`src/rtl/ccu_regs_pkg.sv`:
```
package ccu_regs_pkg;

    localparam int DATA_W  = 32;
    localparam int LANES   = DATA_W / 8;
    localparam int WOFF_W  = 6;
    localparam int MAX_CORES = 4;

    typedef enum logic [2:0] {
        SEL_CTRL,
        SEL_CFG,
        SEL_PWR,
        SEL_INV,
        SEL_FILT,
        SEL_UNSUP
    } reg_sel_e;

    typedef struct packed {
        logic              rd;
        logic              wr;
        logic [LANES-1:0]  be;
        logic [DATA_W-1:0] wdata;
        reg_sel_e          sel;
    } acc_t;

    function automatic reg_sel_e decode_word(input logic [WOFF_W-1:0] w);
        case (w)
            6'h00:   return SEL_CTRL;
            6'h01:   return SEL_CFG;
            6'h02:   return SEL_PWR;
            6'h03:   return SEL_INV;
            6'h10,
            6'h11:   return SEL_FILT;
            default: return SEL_UNSUP;
        endcase
    endfunction

    function automatic logic [DATA_W-1:0] cfg_word(input int n);
        logic [DATA_W-1:0] w;
        w      = '0;
        w[7:4] = 4'((1 << n) - 1);
        w[1:0] = 2'(n - 1);
        return w;
    endfunction

endpackage

```
`src/rtl/ccu_decode.sv`:
```
module ccu_decode
    import ccu_regs_pkg::*;
#(
    parameter int ADDR_W = 8
) (
    input  logic [ADDR_W-1:0] addr,
    input  logic              rd,
    input  logic              wr,
    input  logic [LANES-1:0]  be,
    input  logic [DATA_W-1:0] wdata,
    output acc_t              acc
);
    localparam int WORD_LSB = 2;

    logic unused_lo;
    assign unused_lo = ^addr[WORD_LSB-1:0];

    always_comb begin
        acc.rd    = rd;
        acc.wr    = wr;
        acc.be    = be;
        acc.wdata = wdata;
        acc.sel   = decode_word(WOFF_W'(addr[ADDR_W-1:WORD_LSB]));
    end
endmodule

```
`src/rtl/ccu_pwr_status.sv`:
```
module ccu_pwr_status
    import ccu_regs_pkg::*;
#(
    parameter int NLANES = LANES
) (
    input  logic              clk,
    input  logic              rst,
    input  logic              we,
    input  logic [NLANES-1:0] be,
    input  logic [NLANES*8-1:0] wd,
    output logic [NLANES*8-1:0] q
);
    for (genvar i = 0; i < NLANES; i++) begin : g_lane
        always_ff @(posedge clk) begin
            if (rst)
                q[i*8 +: 8] <= '0;
            else if (we && be[i])
                q[i*8 +: 8] <= wd[i*8 +: 8];
        end
    end
endmodule

```
`src/rtl/ccu_readback.sv`:
```
module ccu_readback
    import ccu_regs_pkg::*;
#(
    parameter int NUM_CORES = 1
) (
    input  logic              clk,
    input  logic              rst,
    input  acc_t              acc,
    input  logic              ctrl_q,
    input  logic [DATA_W-1:0] pwr_q,
    output logic [DATA_W-1:0] rdata,
    output logic              unsup
);
    localparam logic [DATA_W-1:0] CFG = cfg_word(NUM_CORES);

    logic [DATA_W-1:0] mux_d;

    always_comb begin
        unique case (acc.sel)
            SEL_CTRL: mux_d = {{(DATA_W-1){1'b0}}, ctrl_q};
            SEL_CFG:  mux_d = CFG;
            SEL_PWR:  mux_d = pwr_q;
            default:  mux_d = '0;
        endcase
    end

    always_ff @(posedge clk) begin
        if (rst) begin
            rdata <= '0;
            unsup <= 1'b0;
        end else begin
            rdata <= acc.rd ? mux_d : '0;
            unsup <= (acc.rd || acc.wr) && (acc.sel == SEL_UNSUP);
        end
    end
endmodule

```
`src/rtl/ccu_regblk.sv`:
```
module ccu_regblk
    import ccu_regs_pkg::*;
#(
    parameter int NUM_CORES = 1,
    parameter int ADDR_W    = 8
) (
    input  logic              clk,
    input  logic              rst,
    input  logic [ADDR_W-1:0] bus_addr,
    input  logic              bus_wr,
    input  logic [LANES-1:0]  bus_be,
    input  logic [DATA_W-1:0] bus_wdata,
    input  logic              bus_rd,
    output logic [DATA_W-1:0] bus_rdata,
    output logic              bus_unsup
);
    // legal core count only
    if (NUM_CORES < 1 || NUM_CORES > MAX_CORES) begin : g_bad_cores
        $error("ccu_regblk: NUM_CORES must lie in 1..4");
    end

    acc_t              acc;
    logic              ctrl_q;
    logic [DATA_W-1:0] pwr_q;

    ccu_decode #(.ADDR_W(ADDR_W)) u_dec (
        .addr  (bus_addr),
        .rd    (bus_rd),
        .wr    (bus_wr),
        .be    (bus_be),
        .wdata (bus_wdata),
        .acc   (acc)
    );

    // single stored enable bit
    always_ff @(posedge clk) begin
        if (rst)
            ctrl_q <= 1'b0;
        else if (acc.wr && acc.sel == SEL_CTRL && acc.be[0])
            ctrl_q <= acc.wdata[0];
    end

    ccu_pwr_status #(.NLANES(LANES)) u_pwr (
        .clk (clk),
        .rst (rst),
        .we  (acc.wr && acc.sel == SEL_PWR),
        .be  (acc.be),
        .wd  (acc.wdata),
        .q   (pwr_q)
    );

    ccu_readback #(.NUM_CORES(NUM_CORES)) u_rb (
        .clk    (clk),
        .rst    (rst),
        .acc    (acc),
        .ctrl_q (ctrl_q),
        .pwr_q  (pwr_q),
        .rdata  (bus_rdata),
        .unsup  (bus_unsup)
    );
endmodule

```
`config.mk`:
```
export PLATFORM = sky130hd
export DESIGN_NAME = ccu_regblk
export DESIGN_NICKNAME = d
export VERILOG_FILES = /design/src/rtl/ccu_regs_pkg.sv /design/src/rtl/ccu_decode.sv /design/src/rtl/ccu_pwr_status.sv /design/src/rtl/ccu_readback.sv /design/src/rtl/ccu_regblk.sv
export SDC_FILE = /design/constraint.sdc
export NUM_CORES = 1
export LEC_CHECK = 0
export ABC_CLOCK_PERIOD_IN_PS = 1760
export BUFFER_PORTS_ARGS = -buffer_cell sky130_fd_sc_hd__clkbuf_2
export CAP_MARGIN = 20
export CELL_PAD_IN_SITES_DETAIL_PLACEMENT = 1
export CELL_PAD_IN_SITES_GLOBAL_PLACEMENT = 2
export CORE_ASPECT_RATIO = 1.75
export CORE_MARGIN = 8
export CORE_UTILIZATION = 32
export CTS_CLUSTER_DIAMETER = 60
export DETAILED_ROUTE_END_ITERATION = 16
export PLACE_DENSITY_LB_ADDON = 0.1
export SYNTH_ARGS = -nofsm -noshare
export SYNTH_HDL_FRONTEND = slang
export SYNTH_HIERARCHICAL = 1
export SYNTH_SLANG_ARGS = --single-unit
```
`constraint.sdc`:
```
create_clock -name clk -period 1.76 [get_ports clk]
set_input_delay 0 -clock clk [delete_from_list [all_inputs] [get_ports clk]]
set_output_delay 0 -clock clk [all_outputs]
set_load 0.1 [all_outputs]
```
==> flow_metrics.tcl <==
set metrics [dict create \
    synthDistinctLibCells 25 \
    globalRoute.totalOverflow 0 \
    drt_wl_total_mm 7.18 \
    core_um2 9410 \
    gp_routability_congestion 0.668 \
    drc 0 \
    cts_htree_levels 3 \
    tightestPinTransition_ps 562 \
    worstPathArrival_ps 1520 \
    via_count_of_the_first_global_routing_pass 2401 \
    clk_transition_reported_paths_ps 50 \
    grt_pass1_wl_mm 11.9 \
    pin_count_of_the_biggest_net_entering_global_routing 36 \
    post_cts_buffers 0 \
    synth_area_um2 3070 \
    ys_async_sr_fraction_pct 0 \
    floorplan.die_area_um2 13100 \
    setup_slack_ps 480 \
    timing.critical_path.from_type "input pin" \
    final_layout_size_suffix_gt1_share_pct 39.4 \
    timing_hold_violations_final 0 \
    drt-initial-drc-count 45 \
    clock_latency_ps 320 \
    synthesis.nets 353 \
    preCtsSetupSlack_ps 200 \
    rows 47 \
    fill_cell_instance_count_of_the_final_layout 1101 \
    port_buffers 78 \
    rsz0062_at_grt "false" \
    antennaDiodeCount 0 \
    synthMostInstantiatedCell "dfxtp_1" \
    setup.worst_path.end_class "register" \
    flow.area_growth_from_synthesis_pct 25.2 \
    numCtsBuffers 9 \
    ys_seq_area_share_pct 43.0 \
    top_cells_by_area_in_the_synthesized_netlist "dfxtp_1 (43%), buf_4 (9.8%), nor3_2 (9.8%)" \
    grt_use_total_pct 11.4 \
    synth.avg_cell_area_um2 10.1 \
    cpLargestDelayFamily "buffers and inverters" \
    cellLeakagePower_nw 1.43 \
    power.density_cell_area_nw_per_um2 897 \
    die_w_um 90.0 \
    initial_core_util_pct 32.6 \
    antenna_found_initial 0 \
    cts.root.buffer_cell "clkbuf_16" \
    clock_path_buffers 2 \
    period_needed_ps 1280 \
    hold_buffer_count_at_cts 34 \
    final_core_util_pct 40.9 \
    synth-main-ff-cell "dfxtp_1" \
    fin_setup_tns_ps 0 \
    max_slew_margin_pct 62.7 \
    result_of_the_run "complete, no violations" \
    max_freq_mhz 781 \
    detailedRoute.firstPassIterationCount 4 \
    finalNetCount 421 \
    pin_count 81 \
    route.detailed.wl_per_inst_um 14.4 \
    synth_warnings 6 \
    route.detailed.vias_per_inst 4.41 \
    synth_common_cells "dfxtp_1 (66), buf_4 (40), nand3_1 (32), inv_1 (30), nor3_2 (30)" \
    worstSetupPathType "in2reg" \
    cts_tree "done" \
    synth_area_leader_cell "dfxtp_1" \
    cts_resized 0 \
    hpwlAfterDp_mm 4.64 \
    maxSlewViolCount 0 \
    synth_cells 305 \
    yosys_register_bits 66 \
    cp_slowest_cell "dlygate4sd3_1" \
    finalClockSkew_ps 2.50 \
    ir_worst_vdd_mv 0.419 \
    synth_enable_flop_cells 0 \
    timing.final.setup_violations 0 \
    proportion_of_netlist_area_held_by_the_largest_area_contributor_pct 43.0 \
    report.power.total_mw 3.45 \
    timing.max_cap.violations 0 \
    critical_path.n_buffers_inverters 3 \
    crit_path_max_incr_delay_ps 520 \
    worst_ep_required_time_ps 2000 \
    cts_num_sinks 66 \
    maximum_fanout_encountered_on_the_critical_timing_path 32 \
    routed-via-count 2207 \
    hold_path_class "in2reg" \
    cp_cell_sequence "dlygate4sd3_1 -> clkbuf_2 -> or3b_2 -> buf_12 -> nor3_1" \
    die_height_um 146 \
    timing.final.crit_share_pct 72.8 \
    ant_nets 0 \
]
-- worst register-to-register path: cells and delay by family, from the launching register on --
kind           cells  cell delay (ps)
AO/OA/AOI/OAI      2              330
flip-flops         1              340
-- cell type report --
class / count / area (µm²) / share of cell area (%)
clock inverter: 7 / 70.1 / 1.82
timing repair buffer: 120 / 828 / 21.5
multi-input combinational: 146 / 1130 / 29.5
tap: 122 / 153 / 3.97
sequential: 66 / 1320 / 34.4
clock buffer: 9 / 225 / 5.86
inverter: 30 / 113 / 2.93
-- stage by stage --
stage / hold slack (ps) / area, µm² / std cells
after floorplan: 69.1 / 3070 / 305
after global placement: 239 / 3210 / 450
after detailed placement: 242 / 3210 / 450
after CTS: 70.5 / 3840 / 500
after global routing: 74.7 / 3840 / 500
final: 77.7 / 3840 / 500
-- per-layer routing --
layer	track usage [%]	up-vias	part of all wire (%)
li1	-	1107	-
met1	12.0	1040	41
met4	5.03	0	1.6
met5	0	-	0
met2	19.7	50	53
met3	4.03	10	4.4
-- registers in the layout, indices dropped and copies added, names as in the netlist --
name and cells:
u_pwr/q 32, u_rb/rdata 32, ctrl_q 1, u_rb/unsup 1
-- where the power goes --
group | switching, mW | internal [mW]
Combinational | 0.0928 | 0.0982
Sequential | 0.000455 | 1.50
Clock | 0.669 | 1.09
-- cell families after synthesis --
| kind of cell | synth area share [%] |
|---|---|
| DFF | 43.0 |
| AOI/OAI and AO/OA | 16.6 |
| muxes | 0.978 |
| buffers and inverters | 20.3 |
| and+or+nand+nor | 19.2 |
-- final timing paths --
| path | start | to | slack, ps | cells after the start |
|---|---|---|---|---|
| setup / recovery | bus_rd | u_rb/rdata[22]$_SDFF_PP0_ | 480 | 5 |
| hold / removal | bus_wr | ctrl_q$_SDFFE_PP0P_ | 80 | 4 |
| setup reg to reg | u_pwr/q[31]$_SDFFE_PP0P_ | u_pwr/q[31]$_SDFFE_PP0P_ | 1020 | 2 |
| hold reg to reg | u_pwr/q[23]$_SDFFE_PP0P_ | u_rb/rdata[23]$_SDFF_PP0_ | 440 | 2 |
-- cell usage in the layout, fill, tap and decap left out, types with 2 or more instances in the layout --
cell,Yosys,final
clkbuf_2,0,78
clkinv_2,0,2
nor3_2,30,30
nor3_1,2,2
inv_1,30,30
dlygate4sd3_1,0,34
clkbuf_16,0,9
a21oi_1,27,27
a21oi_2,6,6
buf_12,0,3
dfxtp_1,66,66
nand3_1,32,32
a21bo_2,6,6
a21bo_1,26,26
clkinvlp_4,0,4
nand2b_1,5,4
buf_4,40,5
mux2i_1,3,3
No activity file was read; power rests on OpenSTA's default activity.
